==> src/rtl/nco_pkg.sv <==
package nco_pkg;
    localparam int PTR_W  = 16;
    localparam int FRAC_W = 7;
    localparam int ADDR_W = 8;
    localparam int DATA_W = 16;
endpackage

==> src/rtl/nco_phase_acc.sv <==
module nco_phase_acc #(
    parameter int PTR_W  = nco_pkg::PTR_W,
    parameter int FRAC_W = nco_pkg::FRAC_W,
    parameter int OFS_W  = 12,
    localparam int STEP_W = PTR_W - 1
) (
    input  logic                    clk_i,
    input  logic                    rst_i,
    input  logic                    strobe_i,
    input  logic [STEP_W-1:0]       step_i,
    input  logic signed [OFS_W-1:0] offset_i,
    output logic [PTR_W-1:0]        ptr_o
);
    typedef struct packed {
        logic [PTR_W-1:0] ptr;
    } acc_state_t;

    acc_state_t state_d, state_q;
    logic [PTR_W-1:0] ofs_ext;
    logic [PTR_W-1:0] sum;

    always_comb begin
        state_d = state_q;
        ofs_ext = PTR_W'(offset_i);  // sign-extended through signed source
        sum     = state_q.ptr + {1'b0, step_i} + ofs_ext;
        if (strobe_i) begin
            state_d.ptr = {1'b0, sum[STEP_W-1:0]};
        end
    end

    always_ff @(posedge clk_i) begin
        if (rst_i) state_q <= '0;
        else       state_q <= state_d;
    end

    assign ptr_o = state_q.ptr;

    // no strobe, no movement
    a_r5_hold_no_strobe: assert property (@(posedge clk_i) disable iff (rst_i)
        !strobe_i |=> $stable(ptr_o));

    // pointer stays below one table cycle
    a_r2_below_cycle: assert property (@(posedge clk_i) disable iff (rst_i)
        ptr_o[PTR_W-1] == 1'b0);

    // an integer step with no correction leaves the fraction untouched
    a_r4_whole_step_keeps_frac: assert property (@(posedge clk_i) disable iff (rst_i)
        (strobe_i && offset_i == '0 && step_i[FRAC_W-1:0] == '0)
        |=> ptr_o[FRAC_W-1:0] == $past(ptr_o[FRAC_W-1:0]));
endmodule

==> src/rtl/nco_sine_rom.sv <==
module nco_sine_rom #(
    parameter int ADDR_W = nco_pkg::ADDR_W,
    parameter int DATA_W = nco_pkg::DATA_W,
    localparam int DEPTH   = 1 << ADDR_W,
    localparam int HALF    = DEPTH / 2,
    localparam int QUARTER = DEPTH / 4
) (
    input  logic                     clk_i,
    input  logic                     rst_i,
    input  logic [ADDR_W-1:0]        addr_a_i,
    input  logic [ADDR_W-1:0]        addr_b_i,
    output logic signed [DATA_W-1:0] data_a_o,
    output logic signed [DATA_W-1:0] data_b_o
);
    localparam longint FULL   = longint'(1) << (DATA_W - 1);
    localparam longint PI_Q30 = 64'sd3373259426;

    // round(FULL * sin(m*pi/HALF)) for m in 0..QUARTER, Taylor series in Q30
    function automatic longint first_quadrant(input int m);
        longint x, x2, term, acc;
        x    = (PI_Q30 * longint'(m)) / longint'(HALF);
        x2   = (x * x) >>> 30;
        term = x;
        acc  = x;
        for (int n = 1; n <= 8; n++) begin
            term = -(((term * x2) >>> 30) / longint'((2 * n) * (2 * n + 1)));
            acc  = acc + term;
        end
        return (acc * FULL + (longint'(1) <<< 29)) >>> 30;
    endfunction

    function automatic logic signed [DATA_W-1:0] entry(input int k);
        int     idx;
        longint mag;
        idx = k % HALF;
        mag = first_quadrant((idx <= QUARTER) ? idx : HALF - idx);
        if (mag > FULL - 1) mag = FULL - 1;
        if (k >= HALF) mag = -mag;
        return DATA_W'(mag);
    endfunction

    logic signed [DATA_W-1:0] table_w [DEPTH];

    for (genvar k = 0; k < DEPTH; k++) begin : g_entry
        assign table_w[k] = entry(k);
    end

    typedef struct packed {
        logic signed [DATA_W-1:0] a;
        logic signed [DATA_W-1:0] b;
        logic                     primed;
    } rom_state_t;

    rom_state_t state_d, state_q;

    always_comb begin
        state_d.a      = table_w[addr_a_i];
        state_d.b      = table_w[addr_b_i];
        state_d.primed = 1'b1;
    end

    always_ff @(posedge clk_i) begin
        if (rst_i) state_q <= '0;
        else       state_q <= state_d;
    end

    assign data_a_o = state_q.a;
    assign data_b_o = state_q.b;

    // quarter-cycle peak is the saturated positive full scale
    a_r1_peak_entry: assert property (@(posedge clk_i) disable iff (rst_i)
        (state_q.primed && $past(addr_a_i) == ADDR_W'(QUARTER))
        |-> data_a_o == DATA_W'(FULL - 1));

    // zero crossings of the cycle read as zero
    a_r1_zero_entry: assert property (@(posedge clk_i) disable iff (rst_i)
        (state_q.primed && ($past(addr_b_i) == '0 || $past(addr_b_i) == ADDR_W'(HALF)))
        |-> data_b_o == '0);

    // a steady address gives a steady registered sample
    a_r6_steady_read: assert property (@(posedge clk_i) disable iff (rst_i)
        (state_q.primed && $stable(addr_a_i)) |=> $stable(data_a_o));
endmodule

==> src/rtl/lut_nco.sv <==
module lut_nco #(
    parameter int PTR_W  = nco_pkg::PTR_W,
    parameter int FRAC_W = nco_pkg::FRAC_W,
    parameter int ADDR_W = nco_pkg::ADDR_W,
    parameter int DATA_W = nco_pkg::DATA_W,
    parameter int OFS_W  = 12,
    localparam int STEP_W  = PTR_W - 1,
    localparam int QUARTER = (1 << ADDR_W) / 4
) (
    input  logic                     clk_i,
    input  logic                     rst_i,
    input  logic                     strobe_i,
    input  logic [STEP_W-1:0]        step_i,
    input  logic signed [OFS_W-1:0]  offset_i,
    output logic signed [DATA_W-1:0] sin_o,
    output logic signed [DATA_W-1:0] cos_o,
    output logic [PTR_W-1:0]         ptr_o
);
    logic [PTR_W-1:0]  ptr_w;
    logic [ADDR_W-1:0] sin_addr;
    logic [ADDR_W-1:0] cos_addr;

    nco_phase_acc #(
        .PTR_W (PTR_W),
        .FRAC_W(FRAC_W),
        .OFS_W (OFS_W)
    ) u_acc (
        .clk_i   (clk_i),
        .rst_i   (rst_i),
        .strobe_i(strobe_i),
        .step_i  (step_i),
        .offset_i(offset_i),
        .ptr_o   (ptr_w)
    );

    // lower-neighbour selection: integer part only
    assign sin_addr = ptr_w[FRAC_W +: ADDR_W];
    assign cos_addr = sin_addr + ADDR_W'(QUARTER);

    nco_sine_rom #(
        .ADDR_W(ADDR_W),
        .DATA_W(DATA_W)
    ) u_rom (
        .clk_i   (clk_i),
        .rst_i   (rst_i),
        .addr_a_i(sin_addr),
        .addr_b_i(cos_addr),
        .data_a_o(sin_o),
        .data_b_o(cos_o)
    );

    assign ptr_o = ptr_w;

    // cosine at a sine zero crossing is a full-scale peak
    a_r7_cos_peak_at_zero: assert property (@(posedge clk_i) disable iff (rst_i)
        ($past(sin_addr) == '0 && $past(rst_i) == 1'b0) |-> cos_o > DATA_W'(32000));
endmodule

==> config.mk <==
export PLATFORM = sky130hd
export DESIGN_NAME = lut_nco
export DESIGN_NICKNAME = d
export VERILOG_FILES = /design/src/rtl/nco_pkg.sv /design/src/rtl/nco_phase_acc.sv /design/src/rtl/nco_sine_rom.sv /design/src/rtl/lut_nco.sv
export SDC_FILE = /design/constraint.sdc
export NUM_CORES = 1
export LEC_CHECK = 0
export BUFFER_PORTS_ARGS = -buffer_cell sky130_fd_sc_hd__buf_2
export CAP_MARGIN = 20
export CORE_MARGIN = 4
export CORE_UTILIZATION = 30
export DETAILED_ROUTE_END_ITERATION = 7
export GPL_TIMING_DRIVEN = 0
export HOLD_SLACK_MARGIN = 0.02
export PLACE_DENSITY = 0.5
export SYNTH_ARGS = -nofsm -noshare
export SYNTH_HDL_FRONTEND = slang
export SYNTH_SLANG_ARGS = --single-unit
==> constraint.sdc <==
create_clock -name clk_i -period 3.9 [get_ports clk_i]
set_input_delay 0.975 -clock clk_i [delete_from_list [all_inputs] [get_ports clk_i]]
set_output_delay 0.975 -clock clk_i [all_outputs]
set_load 0.1 [all_outputs]
### After elaboration in Yosys (flattened, before gate mapping)

Memory sizes are Yosys's and may differ from the RTL's. A register that Yosys moved wholly into a read port is not among the register bits.
Cells that the tools add are included.

* add/sub/neg operators: 3
* bitwise logic cells: 2

Operator list (count)
* $add A15 B15 Y15: 2
* $not A8 Y9: 2
* $add A8 B7 Y8 const B: 1

* memories kept: 2
* logic and storage cells: 8
* memory bits (read-only): 8192
* output and inout bits: 48
* register bits: 15

Memories
* (name not given): depth 256, width 16, rd ports 1, clocked after Yosys merged registers in 1, write ports 0, RTL line nco_sine_rom.sv:58 `state_d.b = table_w[addr_b_i];`
* (name not given): depth 256, width 16, rd ports 1, clocked after Yosys merged registers in 1, write ports 0, RTL line nco_sine_rom.sv:57 `state_d.a = table_w[addr_a_i];`

### Depth between registers and ports, before layout

Gate-level depths: netlist of run 1.

* depth in word-level cells: 2
* depth in mapped cells: 12
* mapped depth without buffers: 12

### Hierarchy

From an unflattened synthesis of run 1, not the netlist that was laid out.

* cell total of the unflattened synthesis: 1757
* area, all modules: 11462.2 sq um

Modules (own cells, without submodules)
* nco_sine_rom: area each 9995.8 sq um, cells an instance 1594, instances 1
* nco_phase_acc: area each 1453.9 sq um, cells an instance 161, instances 1
* lut_nco: area each 12.5 sq um, cells an instance 2, instances 1

### Worst setup path after synthesis of run 1

OpenSTA, ideal clock, no wires.

* kind: flip-flop to flip-flop
* start point: register u_acc.state_q (netlist bit u_acc.ptr_o[9])
* end point: register, netlist name u_rom.data_b_o[9]
* data arrival time: 3.604 ns
* required time: 3.785 ns
* setup slack: 0.181 ns
* setup time: 0.115 ns
* stages on the path, launching flop included: 13
* path through: dfxtp_1 buf_2 inv_1 buf_2 buf_2 buf_2 ha_1 or2_2 mux4_2 nor2_1 a31oi_1 mux4_2 and2_1

* word-level cells in the longest chain between the ends: 2

RTL lines
* start: declaration: RTL line nco_phase_acc.sv:18 `acc_state_t state_d, state_q;`
* start signal: assignment: RTL line nco_phase_acc.sv:33 `else state_q <= state_d;`
* $add A8 B7 Y8: RTL line lut_nco.sv:38 `assign cos_addr = sin_addr + ADDR_W'(QUARTER);`
* $not A8 Y9 (not written as such): RTL line nco_sine_rom.sv:58

No other way between the ends.
A chain may end at the register's enable or synchronous reset.

### Worst setup path in the final report of run 1

* start point: register u_acc.state_q (netlist bit u_acc.ptr_o[7])
* end point: register, netlist name u_rom.data_a_o[5]

* word-level cells in the longest chain between the ends: 1

RTL lines (RTL line)
* $not A8 Y9 (not written as such): nco_sine_rom.sv:57

No other way between the ends.

==> results of run 1 <==
how the worst min path moves through the flow:
stage / to / cells past startpoint / start
after floorplan: u_acc.ptr_o[0]$_SDFFE_PP0P_ / 2 / u_acc.ptr_o[0]$_SDFFE_PP0P_
after global placement: u_acc.ptr_o[0]$_SDFFE_PP0P_ / 2 / u_acc.ptr_o[0]$_SDFFE_PP0P_
after detailed placement: u_acc.ptr_o[0]$_SDFFE_PP0P_ / 2 / u_acc.ptr_o[0]$_SDFFE_PP0P_
after CTS: u_acc.ptr_o[0]$_SDFFE_PP0P_ / 2 / u_acc.ptr_o[0]$_SDFFE_PP0P_
after global routing: u_acc.ptr_o[0]$_SDFFE_PP0P_ / 2 / u_acc.ptr_o[0]$_SDFFE_PP0P_
final: u_acc.ptr_o[0]$_SDFFE_PP0P_ / 2 / u_acc.ptr_o[0]$_SDFFE_PP0P_
worst register-to-register path, stage by stage, from the launching register on:
cell,delay (ps)
dfxtp_2,440
inv_1,480
ha_1,300
clkbuf_1,540
nand2b_1,510
nand2_1,420
o221ai_1,160
mux4_2,680
a32oi_1,220
o21ai_1,90
per-stage QoR:
stage	utilization	std cells	setup slack [ps]	hold WS, ps	cell area [sq um]
6_report	0.352	1468	-92.3	503	8630
5_1_grt	0.351	1466	-3.28	528	8620
4_1_cts	0.350	1465	2.96	512	8590
3_5_place_dp	0.341	1457	-896	499	8360
3_3_place_gp	0.339	1452	-1080	483	8320
2_1_floorplan	-	1052	181	930	7540
placed cells by master (no fill, tap or decap), types with 9 or more instances in the layout:
master	count
a21o_1	13
o21ai_0	68
buf_2	129
inv_1	24
nand2b_1	40
fa_1	15
xnor2_1	9
clkbuf_1	41
o22ai_1	13
a21oi_1	71
buf_4	13
and2_1	13
ha_1	25
or3_1	13
nor3_1	37
mux4_2	15
mux2i_1	21
a311oi_1	11
nand2_1	79
nand3_1	22
o211ai_1	13
nor2_1	95
a211oi_1	31
o311ai_0	20
dfxtp_1	44
a31oi_1	21
o32ai_1	11
nor2b_1	34
cells by family (layout without fill, tap and decap cells):
group / Yosys count / count (layout)
AOI/OAI and AO/OA: 388 / 388
xor gates and xnor gates: 12 / 12
adders and majority gates: 44 / 44
buffers and inverters: 143 / 233
DFF: 47 / 47
muxes: 43 / 43
other: 1 / 3
and+or+nand+nor: 374 / 374
state kept, by name, indices dropped and copies added, names as in the netlist:
| signal | flops |
|---|---|
| u_acc.ptr_o | 15 |
| u_rom.data_a_o | 16 |
| u_rom.data_b_o | 16 |
cells in the mapped netlist, types with 8 or more instances:
| library cell | number |
|---|---|
| mux2i_1 | 21 |
| a311oi_1 | 12 |
| nor3_1 | 39 |
| xnor2_1 | 9 |
| nor4_1 | 8 |
| clkbuf_1 | 46 |
| inv_1 | 24 |
| or3_1 | 13 |
| buf_1 | 8 |
| mux4_2 | 15 |
| nand3_1 | 22 |
| o311ai_0 | 21 |
| buf_4 | 9 |
| o32ai_1 | 12 |
| nand2_1 | 79 |
| a21oi_1 | 71 |
| nand2b_1 | 40 |
| a221oi_1 | 8 |
| o21ai_0 | 70 |
| o21a_1 | 8 |
| a21o_1 | 13 |
| a31oi_1 | 21 |
| o211ai_1 | 13 |
| nor2_1 | 97 |
| buf_2 | 52 |
| fa_1 | 15 |
| nor2b_1 | 34 |
| and2_1 | 13 |
| o22ai_1 | 13 |
| a211oi_1 | 33 |
| dfxtp_1 | 47 |
| ha_1 | 29 |
what timing repair did:
action	4_1_cts	5_1_grt
setup endpoints to repair	24	20
pin swaps	2	1
gates resized for setup	24	9
setup buffers	1	0
gates cloned	0	0
metal layers:
| metal | routed length (um) | part of all wire | vias to the layer above |
|---|---|---|---|
| li1 | - | - | 4142 |
| met1 | 22500 | 0.38 | 5142 |
| met2 | 23600 | 0.40 | 1079 |
| met3 | 8620 | 0.15 | 301 |
| met4 | 4520 | 0.076 | 0 |
| met5 | 0 | 0 | - |
layout make-up:
| class | count | area (sq um) | area share |
|---|---|---|---|
| clock inverters | 2 | 16.3 | 0.00189 |
| inverters | 27 | 104 | 0.0120 |
| flip-flops and latches | 47 | 945 | 0.109 |
| multi-input cells | 862 | 6030 | 0.698 |
| diodes | 2 | 5.00 | 0.000580 |
| plain buffers | 115 | 552 | 0.0640 |
| clock buffers | 6 | 139 | 0.0161 |
| well taps | 324 | 405 | 0.0470 |
| repair buffers | 83 | 437 | 0.0506 |
==> flow_summary_export.csv, run 1 <==
group,metric,value,unit
drt,drtIter0Drc,2100,
global_routing,grt_max_degree,18,
critical_path,cp-end-kind,"flip-flop",
clock_tree,clk-insertion-delay-late,300,ps
global_routing,grt_overflow,0,
synthesis,synth_top_area_share,0.125,
clock_tree,clock-root-buffer,"clkbuf_16",
drt,drt_pass1_iterations,6,
clock_tree,clkTransAtPathRegs,80,ps
floorplan,die_y,166,um
cells_and_area,area_delta_synth_final,14.5,%
critical_path,path_max_fanout,13,
status,status,"finished with violations",
run,maxCapViolCount,0,
clock_tree,clockBufferDepth,2,
floorplan,placeableCoreArea,24500,sq um
critical_path,crit_path_end,"u_rom.data_a_o[5]$_SDFF_PP0_",
global_routing,grt_util_all_layers,0.407,
worst_hold_path,hold_class,"reg2reg",
critical_path,cp_num_cells,9,
global_routing,antenna_found_initial,2,
synthesis,synth_nets,1126,
global_routing,met1_usage,0.524,
synthesis,synth_top_family_by_area,"compound AO/OA/AOI/OAI gates",
timing,finalCritPeriodShare,1.02,
floorplan,start_util,0.307,
synthesis,synth_top_cells_by_area,"dfxtp_1 12%, nor2_1 4.8%, ha_1 4.8%",
drt,antenna_left,0,
cells_and_area,fillers,2713,
clock_tree,clock-sinks,47,
drt,viasPerCell,7.26,
critical_path,crit-reg2reg-capture,"u_rom.data_a_o[5]$_SDFF_PP0_",
global_routing,met3_usage,0.155,
global_routing,met2_usage,0.589,
synthesis,synthCells,1052,
timing,maxSlewHeadroom,0.212,
synthesis,synth_seq_cells,47,
synthesis,syn_area,7540,sq um
status,violations,"negative setup slack",
critical_path,cpLargestDelayFamily,"buffers and inverters",
timing,fin_crit,3990,ps
drt,vias,10700,
critical_path,required,4060,ps
timing,hold_viol,0,
global_routing,grt_busiest_layer,"met2",
timing,fmax,250,MHz
timing,worstMarginPinSlew,1180,ps
timing,finalSetupTns,-322,ps
critical_path,r2r_cells,9,
synthesis,yosys_most_used_dff,"dfxtp_1",
critical_path,worst-setup-path-type,"reg2reg",
drt,wl,59300,um
floorplan,die_w,166,um
cells_and_area,layout-drive-gt1-share,0.188,
placed_design,numPortBuffers,76,
global_routing,grt_pass1_wl,80700,um
timing,slew_viol_final,0,
floorplan,rows,57,
critical_path,max_stage_delay,680,ps
critical_path,path_buf_inv,2,
critical_path,cp-startpoint,"u_acc.ptr_o[7]$_SDFFE_PP0P_",
cells_and_area,nNetsFinal,1215,
floorplan,io-pin-count,78,
critical_path,r2r-start,"u_acc.ptr_o[7]$_SDFFE_PP0P_",
placed_design,globalplace.congestion,1.11,
synthesis,synth_area_leader_cell,"dfxtp_1",
synthesis,ys_seq_area_frac,0.125,
synthesis,synth_fa_ha_area_frac,0.0880,
synthesis,synthArstFlopShare,0,
synthesis,synth_mux_area_frac,0.0832,
global_routing,grt_pass1_vias,9978,
timing,worst_slack,-92.3,ps
synthesis,synth.avg_cell_area,7.16,sq um
synthesis,synth-simple-area-share,0.244,
clock_tree,htree_levels,2,
clock_tree,ctsHoldBuffers,0,
synthesis,synth_xor_area_frac,0.0139,
timing,setup_viol,10,
clock_tree,cts_made_buffers,5,
synthesis,synth.distinct_cells,79,
synthesis,synth-edff-count,0,
timing,fin_skew,15.8,ps
drt,wl_per_cell,40.4,um
placed_design,dp_hpwl,44900,um
drt,drc,0,
critical_path,worstPathArrival,4160,ps
synthesis,yosysWarnings,0,
critical_path,cp_slowest_cell,"mux4_2",
critical_path,crit_chain,"inv_1, ha_1, clkbuf_1, nand2b_1, nand2_1, o221ai_1, mux4_2, a32oi_1, o21ai_1",
clock_tree,cts_tree,"yes",
critical_path,startpoint_type,"flip-flop",
critical_path,reg2reg_slack,-90,ps
floorplan,die_area,27700,sq um
synthesis,synth_compound_area_frac,0.360,
Power of run 1 is not shown: default switching activity piles up to over one toggle a cycle in this logic, so the estimate is an artifact.
==> run 2, diff against run 1 <==
- ABC_AREA: default -> 1
- PLACE_DENSITY: 0.5 -> 0.51
==> flow_summary_export.csv, run 2 <==
group,metric,value,unit
status,status,"finished, final reports clean",
placed_design,globalplace.congestion,1.08,
drt,antenna_left,0,
timing,slew_viol_final,0,
power,power_density,881,nW/um^2
global_routing,grt_util_all_layers,0.364,
critical_path,required,4070,ps
critical_path,cp-end-kind,"flip-flop",
worst_hold_path,hp-start,"u_acc.ptr_o[2]$_SDFFE_PP0P_",
cells_and_area,num_antenna_cells,0,
clock_tree,clockBufferDepth,2,
floorplan,io-pin-count,78,
timing,fmax,276,MHz
clock_tree,clk-insertion-delay-late,310,ps
global_routing,grt_pass1_wl,64800,um
drt,dr_wl_met3,5350,um
critical_path,cp_slowest_cell,"dfxtp_2",
synthesis,yosys_most_used_dff,"dfxtp_1",
cells_and_area,nNetsFinal,1413,
power,power_leakage,4.19,nW
global_routing,grt_max_degree,16,
cells_and_area,mostFrequentLayoutCell,"nand2_1",
floorplan,placeableCoreArea,22000,sq um
critical_path,crit_chain,"buf_2, inv_1, ha_1, clkbuf_2, nor2_1, nor2_1, nand2_1, nand3_1, nand2_1, nand3_1, nand2_1, nand3_1, nor2_1, nor2_1",
synthesis,ys_seq_area_frac,0.140,
drt,wl_met1,17200,um
placed_design,placed_area,7460,sq um
floorplan,die_area,24900,sq um
critical_path,worst-setup-path-type,"reg2reg",
worst_hold_path,hold_class,"reg2reg",
synthesis,synth.avg_cell_area,5.36,sq um
clock_tree,clock-root-buffer,"clkbuf_16",
cells_and_area,fin_area,7650,sq um
timing,setup_viol,0,
global_routing,antenna_found_initial,1,
timing,worstMarginPinSlew,1000,ps
synthesis,synth_top_area_share,0.281,
drt,vias,9741,
synthesis,synthCells,1256,
drt,wl_met2,19700,um
drt,drc,0,
drt,viasPerCell,6.01,
placed_design,dp_hpwl,35900,um
placed_design,numPortBuffers,76,
timing,maxSlewHeadroom,0.331,
critical_path,r2r-start,"u_acc.ptr_o[7]$_SDFFE_PP0P_",
synthesis,synth.most_common_cell,"nand2_1",
cells_and_area,area_delta_synth_final,13.8,%
synthesis,synth_top_cells_by_area,"nand2_1 28%, dfxtp_1 14%, nand3_1 11%",
clock_tree,htree_levels,2,
timing,hold_slack,561,ps
clock_tree,ctsHoldBuffers,0,
clock_tree,clock-sinks,47,
timing,fin_skew,11.8,ps
floorplan,rows,54,
timing,finalSetupTns,0,ps
timing,fin_crit,3620,ps
critical_path,max_stage_delay,470,ps
drt,wl,46100,um
cells_and_area,post-route-util,0.349,
critical_path,startpoint_type,"flip-flop",
timing,finalCritPeriodShare,0.928,
global_routing,grt_overflow,0,
cells_and_area,fillers,2560,
run,maxCapViolCount,0,
timing,hold_viol,0,
synthesis,synthArstFlopShare,0,
floorplan,die_w,158,um
cells_and_area,final_cell_mix,"503 x nand2_1, 149 x nand3_1, 122 x nor2_1",
cells_and_area,layout-drive-gt1-share,0.109,
synthesis,syn_area,6730,sq um
drt,topRoutingLayerUsed,"met4",
global_routing,grt_pass1_vias,9298,
critical_path,cp-startpoint,"u_acc.ptr_o[7]$_SDFFE_PP0P_",
drt,drt_pass1_iterations,6,
floorplan,start_util,0.306,
critical_path,path_max_fanout,10,
critical_path,path_common_cell,"nor2_1",
critical_path,cpLargestDelayFamily,"simple AND/OR/NAND/NOR gates",
clock_tree,cts_tree,"yes",
clock_tree,cts_made_buffers,5,
critical_path,worstPathArrival,3790,ps
synthesis,yosysWarnings,0,
floorplan,die_y,158,um
synthesis,synth_seq_cells,47,
drt,wl_per_cell,28.4,um
synthesis,ys_top_cells_by_count,"504 x nand2_1, 149 x nand3_1, 122 x nor2_1",
critical_path,path_buf_inv,3,
synthesis,synth_nets,1330,
synthesis,synth-edff-count,0,
synthesis,synth.distinct_cells,40,
timing,rsz0062_at_grt,"no",
power,ir_drop,420,uV
clock_tree,clkTransAtPathRegs,80,ps
drt,drtIter0Drc,1489,
synthesis,synth_area_leader_cell,"nand2_1",
## run 2: logic make-up (layout without fill, tap and decap cells)
logic type,count (synthesis),in the layout,synth area share
AO/OA/AOI/OAI,186,186,0.151
XOR/XNOR,10,10,0.0130
adder cells (fa/ha/maj),44,44,0.0986
buffers and inverters,157,241,0.102
flip-flops,47,47,0.140
other,1,1,0.000557
AND/OR/NAND/NOR,811,811,0.495
## run 2: what timing repair did
item,4_1_cts,5_1_grt
buffers inserted,0,0
endpoints found under the setup margin,0,2
resized for setup,0,2
## run 2: cell type report
class,instances,area [sq um],area share
Multi-Input combinational cell,1052,5100,0.667
Clock inverter,3,67.6,0.00883
Tap cell,280,350,0.0458
Inverter,91,342,0.0446
Buffer,66,345,0.0451
Clock buffer,5,125,0.0163
Sequential cell,47,942,0.123
Timing Repair Buffer,76,380,0.0497
## run 2: power by group
group          internal, W  total, W  switching [W]
sequential        0.000628  0.000713      0.0000841
clock             0.000368  0.000586       0.000218
combinational      0.00114   0.00545        0.00431
## run 2: tightest hold or removal path: stages (launching register included)
cell	delay, ps
dfxtp_1	330
o21ai_0	150
a21oi_1	40
## run 2: final timing paths
kind | end | slack [ps] | cells past startpoint
max | u_rom.data_b_o[1]$_SDFF_PP0_ | 280 | 14
min | u_acc.ptr_o[2]$_SDFFE_PP0P_ | 560 | 2
min reg2reg | u_acc.ptr_o[2]$_SDFFE_PP0P_ | 560 | 2
max reg2reg | u_rom.data_b_o[1]$_SDFF_PP0_ | 280 | 14
## run 2: metal layers
metal  GRT usage  up-vias
li1            -     4230
met1       0.451     4506
met2       0.560      793
met3      0.0919      212
met4       0.239        0
met5           0        -
## run 2: per-stage QoR
step	std cells	worst slack, ps	total power [W]
3_3_place_gp	1612	188	0.00603
3_5_place_dp	1612	281	0.00594
5_1_grt	1620	64.8	0.00701
6_report	1620	280	0.00675
2_1_floorplan	1256	793	0.00419
4_1_cts	1620	216	0.00654
Note: power is estimated with default switching activity, not from simulation.
==> run 3, diff against run 2 <==
- clock period: 3.9 -> 4 ns (I/O delays scaled with it)
==> flow_summary_export.csv, run 3 (synthesis results as in run 2) <==
group,metric,value,unit
critical_path,worstPathArrival,3960,ps
power,power_density,860,nW/um^2
floorplan,io-pin-count,78,
cells_and_area,mostFrequentLayoutCell,"nand2_1",
placed_design,placed_area,7460,sq um
cells_and_area,fin_area,7650,sq um
placed_design,dp_slack,381,ps
clock_tree,clkTransAtPathRegs,80,ps
placed_design,dp.cells,1612,
clock_tree,htree_levels,2,
worst_hold_path,hold_class,"reg2reg",
critical_path,cp-end-kind,"flip-flop",
timing,finalCritPeriodShare,0.947,
timing,worst_slack,213,ps
critical_path,crit-reg2reg-capture,"u_rom.data_b_o[1]$_SDFF_PP0_",
clock_tree,cts_tree,"yes",
clock_tree,clock-root-buffer,"clkbuf_16",
global_routing,grt_max_degree,16,
timing,maxSlewHeadroom,0.319,
cells_and_area,post-route-util,0.349,
status,status,"finished, final reports clean",
timing,rsz0062_at_grt,"no",
clock_tree,cts_made_buffers,5,
critical_path,worst-setup-path-type,"reg2reg",
power,power_leakage,4.19,nW
drt,antenna_left,0,
critical_path,required,4170,ps
cells_and_area,nNetsFinal,1413,
global_routing,grt_pass1_wl,64800,um
drt,viasPerCell,6.04,
timing,finalSetupTns,0,ps
timing,fmax,264,MHz
drt,vias,9784,
drt,wl_per_cell,28.5,um
power,ir_drop,410,uV
cells_and_area,layout-drive-gt1-share,0.108,
floorplan,die_y,158,um
timing,fin_crit,3790,ps
timing,setup_viol,0,
drt,drt_pass1_iterations,8,
floorplan,placeableCoreArea,22000,sq um
critical_path,r2r-start,"u_acc.ptr_o[7]$_SDFFE_PP0P_",
floorplan,die_w,158,um
cells_and_area,area_delta_synth_final,13.8,%
critical_path,startpoint_type,"flip-flop",
run,maxCapViolCount,0,
critical_path,crit_path_end,"u_rom.data_b_o[1]$_SDFF_PP0_",
global_routing,antenna_found_initial,1,
critical_path,reg2reg_slack,210,ps
clock_tree,clk-insertion-delay-late,310,ps
critical_path,path_max_fanout,10,
cells_and_area,final_cell_mix,"503 x nand2_1, 149 x nand3_1, 122 x nor2_1",
floorplan,start_util,0.306,
global_routing,grt_overflow,0,
placed_design,dp_hpwl,35900,um
floorplan,die_area,24900,sq um
floorplan,rows,54,
cells_and_area,finalNonFillerCells,1620,
drt,drtIter0Drc,1489,
placed_design,globalplace.congestion,1.08,
timing,fin_skew,11.2,ps
timing,worstMarginPinSlew,1020,ps
drt,wl,46100,um
cells_and_area,num_antenna_cells,0,
global_routing,grt_pass1_vias,9298,
critical_path,cp-startpoint,"u_acc.ptr_o[7]$_SDFFE_PP0P_",
timing,slew_viol_final,0,
global_routing,grt_util_all_layers,0.364,
clock_tree,clockBufferDepth,2,
clock_tree,cts_setup_buffers,0,
placed_design,numPortBuffers,76,
clock_tree,clock-sinks,47,
critical_path,r2r_cells,14,
timing,hold_viol,0,
drt,drc,0,
run 3: metrics by stage:
stage | hold WS (ps) | total power (W)
finish | 561 | 0.00658
CTS | 567 | 0.00638
global route | 596 | 0.00684
global placement | 536 | 0.00588
floorplan | 972 | 0.00409
detailed placement | 557 | 0.00579
run 3: layout make-up:
class                   instances  area, sq um
inverters                      91          342
clock buffers                   5          125
clock inverters                 3         67.6
well taps                     280          350
multi-input cells            1052         5100
plain buffers                  66          345
flip-flops and latches         47          941
fillers                      2560        14300
repair buffers                 76          380
run 3: worst min-delay path by stage:
stage,start,end,cells after the start
after CTS,u_acc.ptr_o[1]$_SDFFE_PP0P_,u_acc.ptr_o[1]$_SDFFE_PP0P_,2
final,u_acc.ptr_o[2]$_SDFFE_PP0P_,u_acc.ptr_o[2]$_SDFFE_PP0P_,2
after global routing,u_acc.ptr_o[0]$_SDFFE_PP0P_,u_acc.ptr_o[0]$_SDFFE_PP0P_,2
after detailed placement,u_acc.ptr_o[1]$_SDFFE_PP0P_,u_acc.ptr_o[1]$_SDFFE_PP0P_,2
after floorplan,u_acc.ptr_o[14]$_SDFFE_PP0P_,u_rom.data_a_o[15]$_SDFF_PP0_,2
after global placement,u_acc.ptr_o[0]$_SDFFE_PP0P_,u_acc.ptr_o[0]$_SDFFE_PP0P_,2
run 3: worst max-delay path, cell delays in order (launching register included):
cell and delay, ps:
dfxtp_1 590, buf_2 390, inv_1 340, ha_1 310
clkbuf_2 250, nor2_1 470, nor2_1 140, nand2_1 310
nand3_1 180, nand2_1 170, nand3_1 170, nand2_1 100
nand3_1 80, nor2_1 90, nor2_1 50
run 3: metal layers:
metal  vias up  global-route usage  part of all wire  wire, um
met5         -                   0                 0         0
met4         0               0.239             0.082      3800
met3       208              0.0919              0.11      5280
met2       787               0.560              0.43     19800
met1      4556               0.451              0.37     17200
li1       4233                   -                 -         -
run 3: what timing repair did:
action	CTS	global route
hold endpoints to repair	0	0
hold buffers	0	0
setup endpoints to repair	0	1
resized for setup	0	1
run 3: where the power goes:
group / total (W) / internal [W] / switching [W]
Clock: 0.000570 / 0.000359 / 0.000211
Sequential: 0.000694 / 0.000612 / 0.0000821
Combinational: 0.00531 / 0.00111 / 0.00421
